`config.mk`:
```
export PLATFORM = sky130hd
export DESIGN_NAME = lvd_ctrl
export DESIGN_NICKNAME = d
export VERILOG_FILES = /design/src/rtl/lvd_pkg.sv /design/src/rtl/lvd_sync.sv /design/src/rtl/lvd_settle.sv /design/src/rtl/lvd_ctrl.sv
export SDC_FILE = /design/constraint.sdc
export NUM_CORES = 1
export LEC_CHECK = 0
export BUFFER_PORTS_ARGS = -buffer_cell sky130_fd_sc_hd__buf_4
export CORE_UTILIZATION = 44
export CTS_CLUSTER_DIAMETER = 50
export DETAILED_ROUTE_END_ITERATION = 8
export PLACE_DENSITY = 0.68
export SLEW_MARGIN = 25
export SYNTH_ARGS = -nofsm -noshare
export SYNTH_HDL_FRONTEND = slang
export SYNTH_HIERARCHICAL = 1
export SYNTH_SLANG_ARGS = --single-unit
```
`constraint.sdc`:
```
create_clock -name clk -period 2.8 [get_ports clk]
set_input_delay 0.28 -clock clk [delete_from_list [all_inputs] [get_ports clk]]
set_output_delay 0.28 -clock clk [all_outputs]
set_load 0.02 [all_outputs]
```
`src/rtl/lvd_pkg.sv`:
```
package lvd_pkg;
    localparam logic [1:0] A_CTRL = 2'd0;
    localparam logic [1:0] A_LVL  = 2'd1;
    localparam logic [1:0] A_IRQ  = 2'd2;
    localparam int B_EN   = 7;
    localparam int B_STAT = 0;
    localparam int B_FLAG = 0;
    localparam int B_MASK = 1;
endpackage

```
`src/rtl/lvd_sync.sv`:
```
module lvd_sync #(
    parameter int STAGES = 2
) (
    input  logic clk,
    input  logic rst_n,
    input  logic d_in,
    output logic q_out
);
    logic [STAGES-1:0] sh_d, sh_q;

    generate
        if (STAGES == 1) begin : g_one
            always_comb sh_d = d_in;
        end else begin : g_many
            always_comb sh_d = {sh_q[STAGES-2:0], d_in};
        end
    endgenerate

    always_ff @(posedge clk) begin
        if (!rst_n) sh_q <= '0;
        else        sh_q <= sh_d;
    end

    assign q_out = sh_q[STAGES-1];
endmodule

```
`src/rtl/lvd_settle.sv`:
```
module lvd_settle #(
    parameter int CYC = 4
) (
    input  logic clk,
    input  logic rst_n,
    input  logic restart,
    input  logic powered,
    output logic done
);
    localparam int CW = $clog2(CYC + 1);

    logic [CW-1:0] cnt_d, cnt_q;

    always_comb begin
        cnt_d = cnt_q;
        if (restart)            cnt_d = CW'(CYC);
        else if (cnt_q != '0)   cnt_d = cnt_q - CW'(1);
    end

    always_ff @(posedge clk) begin
        if (!rst_n) cnt_q <= '0;
        else        cnt_q <= cnt_d;
    end

    assign done = powered && (cnt_q == '0);
endmodule

```
`src/rtl/lvd_ctrl.sv`:
```
module lvd_ctrl #(
    parameter int CLK_KHZ   = 250000,
    parameter int SETTLE_US = 2000,
    parameter int LVL_W     = 3,
    parameter int SYNC_N    = 2
) (
    input  logic             clk,
    input  logic             rst_n,
    input  logic             stop_mode,
    input  logic             cmp_low,
    input  logic             wr_en,
    input  logic [1:0]       addr,
    input  logic [7:0]       wdata,
    output logic [7:0]       rdata,
    output logic             ana_pwr,
    output logic [LVL_W-1:0] lvl_sel,
    output logic             irq
);
    import lvd_pkg::*;

    localparam int RAW_CYC    = (CLK_KHZ * SETTLE_US) / 1000;
    localparam int SETTLE_CYC = (RAW_CYC < 1) ? 1 : RAW_CYC;

    typedef struct packed {
        logic             en;
        logic             pwr;
        logic [LVL_W-1:0] lvl;
        logic             flag;
        logic             mask;
        logic             prev;
    } st_t;

    st_t st_d, st_q;

    logic low_s, done, restart, live, flag_now, mask_now;
    logic wr_ctrl, wr_lvl, wr_irq;
    logic unused_wbits;

    assign unused_wbits = ^wdata;

    lvd_sync #(.STAGES(SYNC_N)) u_sync (
        .clk(clk), .rst_n(rst_n), .d_in(cmp_low), .q_out(low_s)
    );

    lvd_settle #(.CYC(SETTLE_CYC)) u_settle (
        .clk(clk), .rst_n(rst_n), .restart(restart),
        .powered(st_q.pwr), .done(done)
    );

    assign wr_ctrl = wr_en && (addr == A_CTRL);
    assign wr_lvl  = wr_en && (addr == A_LVL);
    assign wr_irq  = wr_en && (addr == A_IRQ);

    // detection gated by enable, independent of analog power
    assign live = low_s && done && st_q.en;

    always_comb begin
        st_d = st_q;
        if (wr_ctrl)                   st_d.en  = wdata[B_EN];
        if (stop_mode)                 st_d.pwr = 1'b0;
        else if (wr_ctrl && wdata[B_EN]) st_d.pwr = 1'b1;
        if (wr_lvl)                    st_d.lvl = wdata[LVL_W-1:0];
        if (wr_irq) begin
            st_d.mask = wdata[B_MASK];
            if (!wdata[B_FLAG])        st_d.flag = 1'b0;
        end
        if (live && !st_q.prev)        st_d.flag = 1'b1;
        st_d.prev = live;
    end

    assign restart = (st_d.pwr && !st_q.pwr) ||
                     (wr_lvl && st_q.pwr && st_d.pwr);

    always_ff @(posedge clk) begin
        if (!rst_n) begin
            st_q      <= '0;
            st_q.mask <= 1'b1;
        end else begin
            st_q <= st_d;
        end
    end

    assign flag_now = st_q.flag;
    assign mask_now = st_q.mask;

    always_comb begin
        rdata = 8'h00;
        case (addr)
            A_CTRL: begin
                rdata[B_EN]   = st_q.en;
                rdata[B_STAT] = low_s && done;
            end
            A_LVL:  rdata[LVL_W-1:0] = st_q.lvl;
            A_IRQ: begin
                rdata[B_FLAG] = flag_now;
                rdata[B_MASK] = mask_now;
            end
            default: rdata = 8'h00;
        endcase
    end

    assign ana_pwr = st_q.pwr;
    assign lvl_sel = st_q.lvl;
    assign irq     = flag_now && !mask_now;
endmodule

```
==> flow_summary.ini, run 1 <==
[route]
drtAntennaViolNets = 0
drc = 0
vias = 1299
drt_iter0_markers = 43
vias_per_cell = 5.37
wirelength_mm = 3.11
wl_per_cell_um = 12.9
first_pass_iters = 4

[clock_network]
cts_tree = done
postCtsHoldBufs = 0
path_clk_slew_ns = 0.09
cts_resized = 0
clock-sinks = 29
clock_latency_ns = 0.33
post_cts_buffers = 0
clockRootBuffer = clkbuf_4
cts_made_buffers = 5
clk_path_buf_depth = 2
cts-htree-levels = 2

[power_and_ir_drop]
clkPwrFrac_pct = 13.2
swShare_pct = 42.4
pwr-share-comb_pct = 52.3
leakage_nw = 0.712
power_density_nw_per_um2 = 1060
p_seq_share_pct = 34.5
internal_power_mw = 1.06
vdd_drop_max_mv = 0.643
p_sw_uw = 783

[synth]
synth_top_cells_by_count = 29 x dfxtp_1, 17 x a21oi_1, 11 x nor2_1
netlist_area_sq_um = 1530
yosysSeqAreaShare_pct = 38.0
yosys-top-cells-area = dfxtp_1 38%, a21oi_1 5.6%, ha_1 4.9%
synth.most_common_cell = dfxtp_1
yosys_warnings = 6
yosys.cell_types.count = 48
async_flop_share_pct = 0
yosysTopAreaCellShare_pct = 38.0
syn_inst = 174
avgSynthCellArea_sq_um = 8.78
yosysTopAreaCell = dfxtp_1
synth_edf_count = 0
synthFlopType = dfxtp_1
ys_seq_elements = 29

[placed_design]
gp_congestion = 0.769
port_buffers = 19
place_area_sq_um = 1690
dp_hpwl_mm = 2.34

[final_layout]
finish.net_count = 216
num-fill-cells = 351
drive_gt1_share_pct = 22.4
seqCellArea_sq_um = 581
final_core_util_pct = 52.2
num_antenna_cells = 0
multi_input_area_sq_um = 848
final_cell_area_sq_um = 1740
area_growth_pct = 13.9

[die]
initial_core_util_pct = 45.8
rows = 21
die_h_um = 60.9
core-area_sq_um = 3340
top_level_ports = 28
die_w_um = 60.9
dieArea_sq_um = 3710

[setup_path]
path_class = register to primary output
crit_required_ns = 2.52
crit_fanout = 6
cp-end-kind = primary output
cp_cell_sequence = or3_4 -> or3_1 -> nor2_1 -> and2_1 -> nand3_1 -> a21oi_1 -> buf_4
crit_family = simple AND/OR/NAND/NOR gates
critPathBufInv = 1
startpoint_type = register
reg2reg_slack_ns = 0.64
max_stage_delay_ns = 0.44
worstPathArrival_ns = 2.29
cp_slowest_cell = or3_1

[grt]
antenna_found_initial = 0
grt_overflow = 0
grt_pass1_wl_mm = 5.20
track_usage_pct = 19.4
grt_max_degree = 14
grt_pass1_vias = 1200

[timing]
worst_slew_pin_slew_ns = 0.499
period_share_pct = 91.7
hold_violations = 0
skew_ns = 0.00773
setup_violations = 0
relSlewSlack_pct = 66.5
tns_ns = 0
rsz0062_at_grt = false
timing.final.crit_period_ns = 2.57
fmax_ghz = 0.389
finalMaxSlewViolations = 0

[min_path]
hp-class = primary input to register

[flow_run]
cap_violations = 0

[status]
status = complete, no violations
[worst paths after layout]
path                                   startpoint                 end  cells past startpoint
worst max-delay path            u_settle/cnt_q[6]            rdata[0]                      7
worst min-delay path                    stop_mode             ana_pwr                      2
worst max register to register  u_settle/cnt_q[3]  u_settle/cnt_q[15]                      5
worst min register to register     u_sync/sh_q[0]      u_sync/sh_q[1]                      1
[layout by cell type (no fill, tap or decap), types with 3 or more instances in the layout]
cell / Yosys / layout
xor2_1: 8 / 8
buf_4: 7 / 22
a21oi_1: 17 / 17
ha_1: 6 / 6
or2_2: 4 / 4
or3_1: 5 / 5
and2_1: 5 / 5
nand2_1: 6 / 6
a21bo_1: 4 / 4
nor2_1: 11 / 11
nor4_1: 4 / 4
nand3_1: 6 / 6
clkbuf_4: 0 / 5
dfxtp_1: 29 / 29
conb_1: 1 / 4
nand3b_1: 3 / 3
a31oi_1: 3 / 3
inv_1: 9 / 9
o21ai_0: 5 / 5
nor3_1: 5 / 5
[state kept, by name (all words and copies together), names as in the netlist]
register / count
ana_pwr: 1
flag_now: 1
lvl_sel: 3
mask_now: 1
st_q: 2
u_settle/cnt_q: 19
u_sync/sh_q: 2
[final cells by class]
class,instances,share of cell area (%)
Clock buffer,5,2.16
Timing Repair Buffer,22,9.49
Inverter,9,1.94
Multi-Input combinational cell,128,48.7
Tap cell,46,3.31
Sequential cell,29,33.4
Clock inverter,3,1.01
[worst register-to-register path, cell delays in order (launching register included)]
cell	delay, ns
dfxtp_1	0.36
or3_1	0.45
or2_4	0.29
or4_4	0.49
or3_1	0.33
a31oi_1	0.18
[per-layer routing]
metal	track usage (%)	vias to the layer above	wire length, um
met5	0	-	0
li1	-	657	-
met2	30.0	32	1430
met3	6.82	8	133
met4	7.79	0	51
met1	24.8	602	1500
[cells by family after synthesis]
| group | synth area share, % |
|---|---|
| AND/OR/NAND/NOR | 25.6 |
| AO/OA/AOI/OAI | 18.2 |
| flip-flops | 38.0 |
| buffers and inverters | 7.21 |
| XOR/XNOR | 5.16 |
| adder cells (fa/ha/maj) | 4.91 |
| other | 0.245 |
| multiplexers | 0.655 |
[power by group through the flow]
| stage | clock network [mW] | registers [mW] | logic, mW |
|---|---|---|---|
| finish | 0.244 | 0.636 | 0.965 |
| global route | 0.281 | 0.655 | 1.09 |
| CTS | 0.257 | 0.634 | 0.963 |
| floorplan | 0 | 0.616 | 0.750 |
| detailed placement | 0 | 0.643 | 0.955 |
| global placement | 0 | 0.634 | 0.915 |
[through the flow]
| step | power (mW) | hold slack, ns | setup slack [ns] | std cells |
|---|---|---|---|---|
| final | 1.85 | 0.125 | 0.232 | 242 |
| after global routing | 2.02 | 0.0894 | 0.0587 | 242 |
| after CTS | 1.85 | 0.102 | 0.223 | 242 |
| after detailed placement | 1.60 | 0.428 | 0.608 | 234 |
| after global placement | 1.55 | 0.418 | 0.626 | 234 |
| after floorplan | 1.37 | 0.359 | 0.474 | 177 |
(Power assumes the default switching activity.)
==> inputs of run 2 (changes only) <==
- PLACE_DENSITY: 0.68 -> 0.71
- REMOVE_ABC_BUFFERS: default -> 1
- clock period: 2.8 -> 2.08 ns (I/O delays scaled with it)
==> flow_summary.ini, run 2 (synthesis gave the netlist of run 1 again) <==
[route]
drt_iter0_markers = 58
wirelength_mm = 3.67
first_pass_iters = 4
vias = 1363
vias_per_cell = 5.26
wl_per_cell_um = 14.2
drtAntennaViolNets = 0
drc = 0

[final_layout]
final_cell_area_sq_um = 1960
seqCellArea_sq_um = 584
layout_common_cells = 38 x buf_4, 26 x dfxtp_1, 15 x a21oi_1
num_antenna_cells = 0
regMostFlops = u_settle/cnt_q
finish.net_count = 233
final_cells = 259
area_growth_pct = 28.4
drive_gt1_share_pct = 36.2
final_core_util_pct = 58.8
largest_reg_flops = 19
num-fill-cells = 313
multi_input_area_sq_um = 920
final_common_cell = buf_4

[timing]
finalMaxSlewViolations = 0
skew_ns = 0.00630
timing.final.crit_period_ns = 2.26
setup_violations = 11
tns_ns = -0.882
rsz0062_at_grt = true
whs_ns = 0.0348
hold_violations = 0
period_share_pct = 109
fmax_ghz = 0.442
setup_slack_ns = -0.181

[clock_network]
clock_latency_ns = 0.33
cts_tree = done
clock-sinks = 29
clk_path_buf_depth = 2
cts-htree-levels = 2
clockRootBuffer = clkbuf_4
postCtsHoldBufs = 0
path_clk_slew_ns = 0.09
cts_made_buffers = 5

[setup_path]
crit_fanout = 2
cpMostUsedCell = or3_4
reg2regPathDepth = 7
cp_cell_sequence = or3_4 -> or3_4 -> nor2_4 -> and2_4 -> nand3_2 -> a21oi_2 -> buf_4
crit-reg2reg-launch = u_settle/cnt_q[7]
cp-end-kind = primary output
crit_required_ns = 1.87
worstPathArrival_ns = 2.05
cp_slowest_cell = or3_4
startpoint_type = register
reg2reg_slack_ns = -0.16
crit_family = simple AND/OR/NAND/NOR gates
critPathBufInv = 1
timing.rr.end = u_settle/cnt_q[15]
max_stage_delay_ns = 0.40
path_class = register to primary output

[power_and_ir_drop]
power_density_nw_per_um2 = 1610
vdd_drop_max_mv = 0.713
p_total_mw = 3.16
leakage_nw = 0.815

[placed_design]
gp_congestion = 0.855
port_buffers = 19
placedCellCount = 244
place_ws_ns = -0.0646
dp_hpwl_mm = 2.51
place_area_sq_um = 1760

[die]
top_level_ports = 28
core-area_sq_um = 3340
initial_core_util_pct = 45.8
rows = 21
die_w_um = 60.9
die_h_um = 60.9
dieArea_sq_um = 3710

[min_path]
min_from = stop_mode
hp-class = primary input to register
hold_end = ana_pwr
hold_path_depth = 2

[grt]
grt_pass1_wl_mm = 5.64
track_usage_pct = 21.3
grt_pass1_vias = 1330
antenna_found_initial = 0
grt_max_degree = 14
grt_overflow = 0

[status]
status = complete, but fails checks
failed_checks = setup timing

[flow_run]
cap_violations = 0
-- run 2: changes by cell type in the layout (fill, tap and decap cells not counted), moves of 2 or more --
| cell | previous run | this run |
|---|---|---|
| buf_4 | 22 | 38 |
| dfxtp_1 | 29 | 26 |
| dfxtp_2 | 0 | 3 |
| nor2_1 | 11 | 8 |
| a21oi_1 | 17 | 15 |
| a21oi_2 | 0 | 2 |
| clkbuf_8 | 0 | 2 |
| nor2_2 | 0 | 2 |
-- run 2: worst max-delay path by stage --
| stage | startpoint | to | cells after the start |
|---|---|---|---|
| 2_1_floorplan | u_settle/cnt_q[6] | rdata[0] | 6 |
| 5_1_grt | u_settle/cnt_q[4] | rdata[0] | 7 |
| 4_1_cts | u_settle/cnt_q[7] | rdata[0] | 7 |
| 6_report | u_settle/cnt_q[7] | rdata[0] | 7 |
| 3_3_place_gp | u_settle/cnt_q[0] | u_settle/cnt_q[18] | 7 |
| 3_5_place_dp | u_settle/cnt_q[0] | u_settle/cnt_q[18] | 7 |
-- run 2: layer usage --
metal	share of wire (%)	GRT usage [%]	vias to the layer above
met5	0	0	-
met2	50	37.2	39
met4	2.8	10.4	0
met3	3.9	5.12	11
met1	43	24.3	626
li1	-	-	687
-- run 2: area by class of cell --
class	count	area share, %
Clock buffer	7	3.32
Clock inverter	1	0.255
Inverter	9	1.72
Multi-Input combinational cell	128	46.9
Sequential cell	29	29.8
Tap cell	46	2.93
Timing Repair Buffer	39	15.1
-- run 2: what timing repair did --
action | CTS | global route
cloned | 0 | 0
endpoints found under the setup margin | 5 | 9
gates resized for setup | 7 | 16
pin swaps | 3 | 5
buffers inserted | 2 | 5
-- run 2: where the power goes --
part | total (mW) | internal [mW] | switching (mW)
logic | 1.91 | 0.981 | 0.931
registers | 0.855 | 0.717 | 0.138
clock network | 0.396 | 0.196 | 0.200
total | 3.16 | 1.89 | 1.27
==> inputs of run 3 (changes only) <==
- MAX_ROUTING_LAYER: default -> met4
- SETUP_SLACK_MARGIN: default -> 0.2
==> flow_summary.ini, run 3 (synthesis gave the netlist of run 1 again) <==
[clock_network]
cts_tree = done
cts_made_buffers = 5
clock_latency_ns = 0.34
clk_path_buf_depth = 2
path_clk_slew_ns = 0.09
clock-sinks = 29
clockRootBuffer = clkbuf_4
cts-htree-levels = 2
postCtsHoldBufs = 0

[grt]
grt_pass1_vias = 1453
grt_overflow = 0
track_usage_pct = 24.9
grt_pass1_wl_mm = 6.40
grt_max_degree = 14
antenna_found_initial = 0

[final_layout]
num_antenna_cells = 0
num-fill-cells = 267
layout_common_cells = 34 x buf_4, 23 x dfxtp_1, 14 x a21oi_1
multi_input_area_sq_um = 1030
finish.net_count = 239
seqCellArea_sq_um = 591
final_core_util_pct = 64.9
final_common_cell = buf_4
largest_reg_flops = 19
final_cell_area_sq_um = 2160
regMostFlops = u_settle/cnt_q
drive_gt1_share_pct = 44.7
area_growth_pct = 41.7

[die]
rows = 21
die_w_um = 60.9
top_level_ports = 28
dieArea_sq_um = 3710
initial_core_util_pct = 45.8
core-area_sq_um = 3340
die_h_um = 60.9

[timing]
relSlewSlack_pct = 66.5
setup_violations = 3
timing.final.crit_period_ns = 2.31
finalMaxSlewViolations = 0
whs_ns = 0.0298
setup_slack_ns = -0.231
period_share_pct = 111
worst_slew_pin_slew_ns = 0.502
skew_ns = 0.00616
rsz0062_at_grt = true
fmax_ghz = 0.433
hold_violations = 0

[power_and_ir_drop]
power_density_nw_per_um2 = 1760
vdd_drop_max_mv = 0.665
leakage_nw = 0.868

[route]
vias_per_cell = 5.53
first_pass_iters = 4
drtAntennaViolNets = 0
drt_iter0_markers = 56
wirelength_mm = 4.07
drc = 0
wl_per_cell_um = 15.4
vias = 1466

[placed_design]
port_buffers = 19
place_area_sq_um = 1770
gp_congestion = 0.892
dp_hpwl_mm = 2.52

[status]
failed_checks = setup timing
status = complete, but fails checks

[setup_path]
cp-end-kind = primary output
crit_fanout = 2
worstPathArrival_ns = 2.10
crit_required_ns = 1.87
startpoint_type = register
path_class = register to primary output

[min_path]
hp-class = primary input to register

[flow_run]
cap_violations = 0
[run 3: changes by cell type in the layout (fill, tap and decap cells not counted), sizes merged]
cell  before  now
buf       39   45
[run 3: per-stage QoR]
step	total power, mW	setup WS (ns)	TNS [ns]	std cells
detailed placement	2.35	-0.0234	-0.0234	245
finish	3.82	-0.231	-0.455	265
floorplan	1.82	-0.174	-0.174	166
CTS	3.35	-0.233	-0.473	261
global route	4.05	-0.280	-0.771	265
global placement	2.29	0.0525	0	245
[run 3: power by group]
group	leakage [nW]	internal (mW)	total, mW	switching (mW)
Combinational	0.586	1.32	2.53	1.21
Clock	0.0413	0.196	0.398	0.203
Sequential	0.240	0.727	0.892	0.166
[run 3: area by class of cell]
type / instances / share of cell area (%)
multi-input combinational: 128 / 47.6
sequential: 29 / 27.3
timing repair buffer: 45 / 17.5
clock buffer: 7 / 3.01
tap: 46 / 2.66
inverter: 9 / 1.68
clock inverter: 1 / 0.231
[run 3: per-layer routing]
| layer | wire [um] | global-route usage, % | up-vias |
|---|---|---|---|
| met4 | 147 | 13.3 | 0 |
| met5 | 0 | - | - |
| met2 | 2130 | 41.6 | 51 |
| li1 | - | - | 706 |
| met1 | 1590 | 25.3 | 692 |
| met3 | 208 | 9.17 | 17 |
[run 3: what timing repair did]
item / CTS / global route
resized for setup: 40 / 23
setup buffers: 8 / 4
pin swaps: 17 / 26
setup endpoints to repair: 13 / 16
[run 3: critical path, stage by stage (launching register included)]
cell	delay, ns
dfxtp_2	0.33
or3_4	0.40
or3_4	0.41
nor2_4	0.11
and2_4	0.15
nand3_2	0.07
a21oi_2	0.14
buf_4	0.15
[run 3: final timing paths]
kind | from | to | slack, ns | cells after the start
max reg2reg | u_settle/cnt_q[7] | u_settle/cnt_q[15] | -0.22 | 7
max | u_settle/cnt_q[7] | rdata[0] | -0.23 | 7
min | stop_mode | ana_pwr | 0.03 | 2
min reg2reg | u_sync/sh_q[0] | u_sync/sh_q[1] | 0.45 | 1
